File: config.mk
export PLATFORM = sky130hd
export DESIGN_NAME = nv_commit_seq
export DESIGN_NICKNAME = d
export VERILOG_FILES = /design/src/rtl/nvc_pkg.sv /design/src/rtl/nvc_snapshot.sv /design/src/rtl/nvc_write_timer.sv /design/src/rtl/nvc_wear_counter.sv /design/src/rtl/nv_commit_seq.sv
export SDC_FILE = /design/constraint.sdc
export NUM_CORES = 1
export LEC_CHECK = 0
export ABC_AREA = 0
export BUFFER_PORTS_ARGS = -buffer_cell sky130_fd_sc_hd__buf_4
export CAP_MARGIN = 0
export CORE_MARGIN = 3
export CORE_UTILIZATION = 50
export CTS_CLUSTER_DIAMETER = 40
export CTS_CLUSTER_SIZE = 10
export DETAILED_ROUTE_END_ITERATION = 12
export PLACE_DENSITY = 0.81
export SLEW_MARGIN = 20
export SYNTH_ARGS = -nofsm -noshare
export SYNTH_HDL_FRONTEND = slang
export SYNTH_HIERARCHICAL = 1
export SYNTH_SLANG_ARGS = --single-unit
File: constraint.sdc
create_clock -name clk -period 6 [get_ports clk]
set_clock_uncertainty 0.2 [all_clocks]
set_input_delay 1.5 -clock clk [delete_from_list [all_inputs] [get_ports clk]]
set_output_delay 1.5 -clock clk [all_outputs]
set_load 0.005 [all_outputs]
File: src/rtl/nvc_pkg.sv
package nvc_pkg;

    typedef enum logic [1:0] {
        SEQ_IDLE = 2'd0,
        SEQ_ZC   = 2'd1,
        SEQ_PROG = 2'd2
    } seq_state_e;

    localparam int unsigned NUM_LOCS = 3;

    typedef struct packed {
        seq_state_e  state;
        logic [1:0]  idx;
        logic        zc_en;
    } seq_regs_t;

endpackage

File: src/rtl/nvc_snapshot.sv
module nvc_snapshot #(
    parameter int unsigned DATA_W   = 8,
    parameter int unsigned NUM_REGS = 3,
    localparam int unsigned SEL_W   = $clog2(NUM_REGS + 1)
) (
    input  logic                         clk,
    input  logic                         rst_n,
    input  logic                         capture_i,
    input  logic [NUM_REGS*DATA_W-1:0]   live_i,
    input  logic [SEL_W-1:0]             sel_i,
    output logic [DATA_W-1:0]            data_o
);

    logic [DATA_W-1:0] snap_d [NUM_REGS];
    logic [DATA_W-1:0] snap_q [NUM_REGS];

    for (genvar g = 0; g < NUM_REGS; g++) begin : g_slot
        always_comb begin
            snap_d[g] = snap_q[g];
            if (capture_i) begin
                snap_d[g] = live_i[g*DATA_W +: DATA_W];
            end
        end

        always_ff @(posedge clk) begin
            if (!rst_n) begin
                snap_q[g] <= '0;
            end else begin
                snap_q[g] <= snap_d[g];
            end
        end
    end

    always_comb begin
        data_o = '0;
        for (int i = 0; i < NUM_REGS; i++) begin
            if (sel_i == SEL_W'(i)) begin
                data_o = snap_q[i];
            end
        end
    end

endmodule

File: src/rtl/nvc_write_timer.sv
module nvc_write_timer #(
    parameter int unsigned WRITE_CYCLES = 20,
    localparam int unsigned TMR_W       = $clog2(WRITE_CYCLES + 1)
) (
    input  logic clk,
    input  logic rst_n,
    input  logic load_i,
    input  logic run_i,
    output logic expired_o
);

    localparam logic [TMR_W-1:0] LOAD_VAL = TMR_W'(WRITE_CYCLES - 1);

    logic [TMR_W-1:0] cnt_d, cnt_q;

    always_comb begin
        cnt_d = cnt_q;
        if (load_i) begin
            cnt_d = LOAD_VAL;
        end else if (run_i && cnt_q != '0) begin
            cnt_d = cnt_q - 1'b1;
        end
    end

    always_ff @(posedge clk) begin
        if (!rst_n) begin
            cnt_q <= '0;
        end else begin
            cnt_q <= cnt_d;
        end
    end

    assign expired_o = (cnt_q == '0);

    AST_TMR_LOAD_VALUE: assert property (@(posedge clk) disable iff (!rst_n)
        load_i |=> cnt_q == LOAD_VAL) else $error("timer load");

endmodule

File: src/rtl/nvc_wear_counter.sv
module nvc_wear_counter #(
    parameter int unsigned CNT_W = 16
) (
    input  logic             clk,
    input  logic             rst_n,
    input  logic             inc_i,
    output logic [CNT_W-1:0] count_o
);

    logic [CNT_W-1:0] cnt_d, cnt_q;

    always_comb begin
        cnt_d = cnt_q;
        if (inc_i && cnt_q != '1) begin
            cnt_d = cnt_q + 1'b1;
        end
    end

    always_ff @(posedge clk) begin
        if (!rst_n) begin
            cnt_q <= '0;
        end else begin
            cnt_q <= cnt_d;
        end
    end

    assign count_o = cnt_q;

    AST_CNT_SATURATE: assert property (@(posedge clk) disable iff (!rst_n)
        cnt_q == '1 |=> cnt_q == '1) else $error("counter wrapped");
    AST_CNT_STEP: assert property (@(posedge clk) disable iff (!rst_n)
        !inc_i |=> cnt_q == $past(cnt_q)) else $error("counter moved");

endmodule

File: src/rtl/nv_commit_seq.sv
module nv_commit_seq
    import nvc_pkg::*;
#(
    parameter int unsigned DATA_W       = 8,
    parameter int unsigned WRITE_CYCLES = 20,
    parameter int unsigned CNT_W        = 16
) (
    input  logic              clk,
    input  logic              rst_n,
    input  logic              write_done_i,
    input  logic              zc_enable_i,
    input  logic              zc_done_i,
    input  logic [DATA_W-1:0] wiper0_i,
    input  logic [DATA_W-1:0] wiper1_i,
    input  logic [DATA_W-1:0] config_i,
    output logic              busy_o,
    output logic              st_we_o,
    output logic [1:0]        st_addr_o,
    output logic [DATA_W-1:0] st_data_o,
    output logic [CNT_W-1:0]  commit_count_o
);

    localparam logic [1:0] LAST_IDX = 2'(NUM_LOCS - 1);
    localparam logic [1:0] DONE_IDX = 2'(NUM_LOCS);

    seq_regs_t r_d, r_q;
    logic      capture;
    logic      tmr_load;
    logic      tmr_expired;
    logic      commit_end;

    always_comb begin
        r_d        = r_q;
        capture    = 1'b0;
        tmr_load   = 1'b0;
        commit_end = 1'b0;
        unique case (r_q.state)
            SEQ_IDLE: begin
                if (write_done_i) begin
                    capture = 1'b1;
                    r_d.zc_en = zc_enable_i;
                    r_d.idx   = '0;
                    if (zc_enable_i) begin
                        r_d.state = SEQ_ZC;
                    end else begin
                        r_d.state = SEQ_PROG;
                        tmr_load  = 1'b1;
                    end
                end
            end
            SEQ_ZC: begin
                if (zc_done_i) begin
                    r_d.state = SEQ_PROG;
                    tmr_load  = 1'b1;
                end
            end
            SEQ_PROG: begin
                if (r_q.idx != DONE_IDX) begin
                    r_d.idx = r_q.idx + 1'b1;
                end
                if (tmr_expired) begin
                    r_d.state  = SEQ_IDLE;
                    commit_end = 1'b1;
                end
            end
            default: r_d.state = SEQ_IDLE;
        endcase
    end

    always_ff @(posedge clk) begin
        if (!rst_n) begin
            r_q <= '{state: SEQ_IDLE, idx: '0, zc_en: 1'b0};
        end else begin
            r_q <= r_d;
        end
    end

    nvc_snapshot #(
        .DATA_W   (DATA_W),
        .NUM_REGS (NUM_LOCS)
    ) u_snapshot (
        .clk       (clk),
        .rst_n     (rst_n),
        .capture_i (capture),
        .live_i    ({config_i, wiper1_i, wiper0_i}),
        .sel_i     (r_q.idx),
        .data_o    (st_data_o)
    );

    nvc_write_timer #(
        .WRITE_CYCLES (WRITE_CYCLES)
    ) u_timer (
        .clk       (clk),
        .rst_n     (rst_n),
        .load_i    (tmr_load),
        .run_i     (r_q.state == SEQ_PROG),
        .expired_o (tmr_expired)
    );

    nvc_wear_counter #(
        .CNT_W (CNT_W)
    ) u_wear (
        .clk     (clk),
        .rst_n   (rst_n),
        .inc_i   (commit_end),
        .count_o (commit_count_o)
    );

    assign busy_o    = (r_q.state != SEQ_IDLE);
    assign st_we_o   = (r_q.state == SEQ_PROG) && (r_q.idx != DONE_IDX);
    assign st_addr_o = r_q.idx;

    AST_BUSY_FROM_DONE: assert property (@(posedge clk) disable iff (!rst_n)
        $rose(busy_o) |-> $past(write_done_i)) else $error("busy rose");
    AST_FIRST_ADDR_ZERO: assert property (@(posedge clk) disable iff (!rst_n)
        $rose(st_we_o) |-> st_addr_o == 2'd0) else $error("first addr");
    AST_ADDR_STEP: assert property (@(posedge clk) disable iff (!rst_n)
        (st_we_o && st_addr_o != LAST_IDX) |=> (st_we_o && st_addr_o == $past(st_addr_o) + 2'd1))
        else $error("addr step");
    AST_ADDR_RANGE: assert property (@(posedge clk) disable iff (!rst_n)
        st_we_o |-> st_addr_o <= LAST_IDX) else $error("addr range");
    AST_STROBE_IN_BUSY: assert property (@(posedge clk) disable iff (!rst_n)
        st_we_o |-> busy_o) else $error("strobe idle");
    AST_ZC_HOLD: assert property (@(posedge clk) disable iff (!rst_n)
        (r_q.state == SEQ_ZC && !zc_done_i) |=> !st_we_o) else $error("zc gate");

endmodule

==> metrics.cfg <==
[outcome]
status = finished clean

[setup_path]
crit_path_max_incr_delay_ns = 0.61
crit_path_top_delay_cell = dfxtp_1
r2r_start = u_timer/cnt_q[0]$_SDFFE_PN0P_
ff2ff_path_depth = 7
crit_chain = nor2b_1, o2bb2ai_1, buf_4
worstSetupStartpoint = st_addr_o[1]$_SDFFE_PN0P_
r2r_end = u_wear/count_o[7]$_SDFFE_PN0P_
critical_path_class = flop to output pin
worst-path-max-fanout = 13
cp-start-kind = flop
arrival_ns = 1.84
critPathTopFamily = flip-flops
critPathCaptureType = output pin
r2r_slack_ns = 3.34
crit_required_ns = 4.30
critical_path_buf_inv_count = 1

[final_layout]
nets = 343
antenna_cells = 0
drive_gt1_share_pct = 23.72
postLayoutCellArea_um2 = 2978
syn2layout_area_growth_pct = 19.36
multi_input_area_um2 = 1353
fin_util_pct = 62.22
fillers = 428
ff_latch_area_um2 = 980.9

[floorplanning]
initial_utilization_pct = 52.13
dieWidth_um = 76.64
rows = 25
num_io_pins = 57
die_y_um = 76.64
dieArea_um2 = 5874
core_um2 = 4786

[cts]
cts_resized = 0
hold_buffers = 0
cts_setup_buffers = 0
clk_pin_slew_ns = 0.09
htree_num_levels = 2
clockRootBuffer = clkbuf_8
clk_latency_ns = 0.31
cts_buffer_depth = 2
cts_tree = yes
cts_buffers = 5
cts_sinks = 49

[route]
vias_per_cell = 5.538
vias = 2099
dr.pass1.iters = 4
postRouteWirelength_mm = 5.098
ant_nets = 0
remaining_drc_errors = 0
wire_per_inst_um = 13.45
drt_first_iter_violations = 116

[place]
port_buffers = 56
placed_area_um2 = 2883
place_congestion = 0.7523
dp_hpwl_mm = 3.560

[logic_synthesis]
syn_inst = 261
ys_types = 47
yosys.area.top_type_share_pct = 39.32
synth_area_um2 = 2495
synth_warnings = 6
async_reset_ff_share_pct = 0
syn_nets = 293
synthTopCellsByArea = dfxtp_1 39%, mux2i_1 14%, nor2b_1 6.5%, o2bb2ai_1 2.8%, nand2_1 2.7%
ys.flop_type = dfxtp_1
postSynthAreaPerCell_um2 = 9.559
synth_edf_count = 0
ys_ff_latch = 49
synth.yosys.seq_area_share_pct = 39.32
yosys.area.top_type = dfxtp_1

[sta]
rsz0062_at_grt = false
min_period_over_period_pct = 58.99
timing.final.hold_violations = 0
worst_pin_slew_ns = 0.6752
finalCriticalPeriod_ns = 3.540
relSlewSlack_pct = 54.92
timing.fmax_ghz = 0.2825
hold_ws_ns = 0.2953
finalMaxSlewViolations = 0
setup_violations = 0
tns_ns = 0

[hold_path]
min_to = u_timer/cnt_q[3]$_SDFFE_PP0P_
hold_path_class = flop to flop
hold_start = u_timer/cnt_q[3]$_SDFFE_PP0P_
whs_path_depth = 2

[grt]
grt_max_degree = 36
grt_usage_pct = 17.93
overflow = 0
grt_antenna_before_repair = 0
grt_first_pass_wirelength_mm = 8.763
grt_pass1_vias = 1937

[run]
drv_cap = 0

[power]
ir_worst_vdd_v = 0.0001163
p_total_w = 0.0006693
powerDensity_nw_per_um2 = 224.8
leakage_nw = 1.150

==> worst min-delay path, stage by stage (launching register included) <==
cell and delay (ns):
dfxtp_1 0.34, nand2_1 0.06, a21oi_1 0.05
==> how the worst max path moves through the flow <==
stage	slack [ns]	cells past startpoint	end
4_1_cts	2.43	3	st_data_o[2]
2_1_floorplan	3.39	4	st_data_o[0]
3_3_place_gp	2.81	3	st_data_o[2]
3_5_place_dp	2.78	3	st_data_o[0]
6_report	2.46	3	st_data_o[2]
5_1_grt	2.32	3	st_data_o[7]
==> where the power goes <==
part	internal (W)	switching (W)	total, W
registers	0.000343	0.0000155	0.000359
logic	0.0000595	0.0000482	0.000108
clock network	0.0000848	0.000118	0.000203
total	0.000487	0.000182	0.000669
==> layout by cell type (no fill, tap or decap), types with 4 or more instances in the layout <==
cell type / count
buf_4: 58
dfxtp_1: 49
mux2i_1: 35
nor2b_1: 26
nand2_1: 18
a21oi_1: 13
nor2_1: 9
inv_1: 8
nand3_1: 8
o2bb2ai_1: 8
o31ai_1: 7
or3_1: 5
nor3_1: 5
clkbuf_8: 5
or4_1: 5
nand2b_1: 4
o21ai_0: 4
==> cell usage after synthesis, types with 2 or more instances <==
| cell | count |
|---|---|
| nand3_1 | 8 |
| or4_1 | 5 |
| nand3b_1 | 2 |
| and4_1 | 3 |
| nor2_1 | 10 |
| nor3b_1 | 2 |
| or3_1 | 5 |
| buf_4 | 6 |
| o31ai_1 | 7 |
| nand2_1 | 18 |
| ha_1 | 3 |
| nand2b_1 | 4 |
| buf_6 | 3 |
| a211oi_1 | 2 |
| clkbuf_1 | 4 |
| dfxtp_1 | 49 |
| nor2b_1 | 26 |
| o2bb2ai_1 | 8 |
| mux2i_1 | 35 |
| nand4_1 | 3 |
| buf_12 | 2 |
| a21oi_1 | 13 |
| a31oi_1 | 3 |
| o21ai_0 | 4 |
| nor3_1 | 5 |
| nor4_1 | 3 |
| inv_1 | 8 |
==> per-stage QoR <==
| stage | setup slack, ns | instances |
|---|---|---|
| after floorplan | 3.394 | 261 |
| after global placement | 2.811 | 371 |
| after detailed placement | 2.781 | 371 |
| after CTS | 2.429 | 379 |
| after global routing | 2.321 | 379 |
| final | 2.460 | 379 |
==> sequential cells by signal, indices dropped and copies added (netlist names) <==
name               cells
r_q                    2
st_addr_o              2
u_snapshot/snap_q     24
u_timer/cnt_q          5
u_wear/count_o        16
==> cells by family (layout without fill, tap and decap cells) <==
| group | count (synthesis) | count (layout) | share of synthesized area [%] |
|---|---|---|---|
| simple gates | 104 | 104 | 25.38 |
| xor+xnor | 2 | 2 | 0.7022 |
| fa+ha+maj | 3 | 3 | 1.505 |
| buf+inv | 23 | 74 | 6.569 |
| compound gates | 44 | 44 | 12.04 |
| mux | 36 | 36 | 14.49 |
| flops | 49 | 49 | 39.32 |
==> cell type report <==
cell class / count / area share, %
inverters: 8 / 1.008
multi-input cells: 189 / 45.42
well taps: 67 / 2.815
clock buffers: 5 / 2.311
repair buffers: 58 / 14.62
clock inverters: 3 / 0.8824
flip-flops and latches: 49 / 32.94
==> layer usage <==
metal / GRT usage [%] / routed length, um
met1: 22.29 / 2388
met2: 31.11 / 2394
met3: 4.374 / 271
met4: 4.348 / 43
met5: 0 / 0
Note: power is estimated with default switching activity, not from simulation.
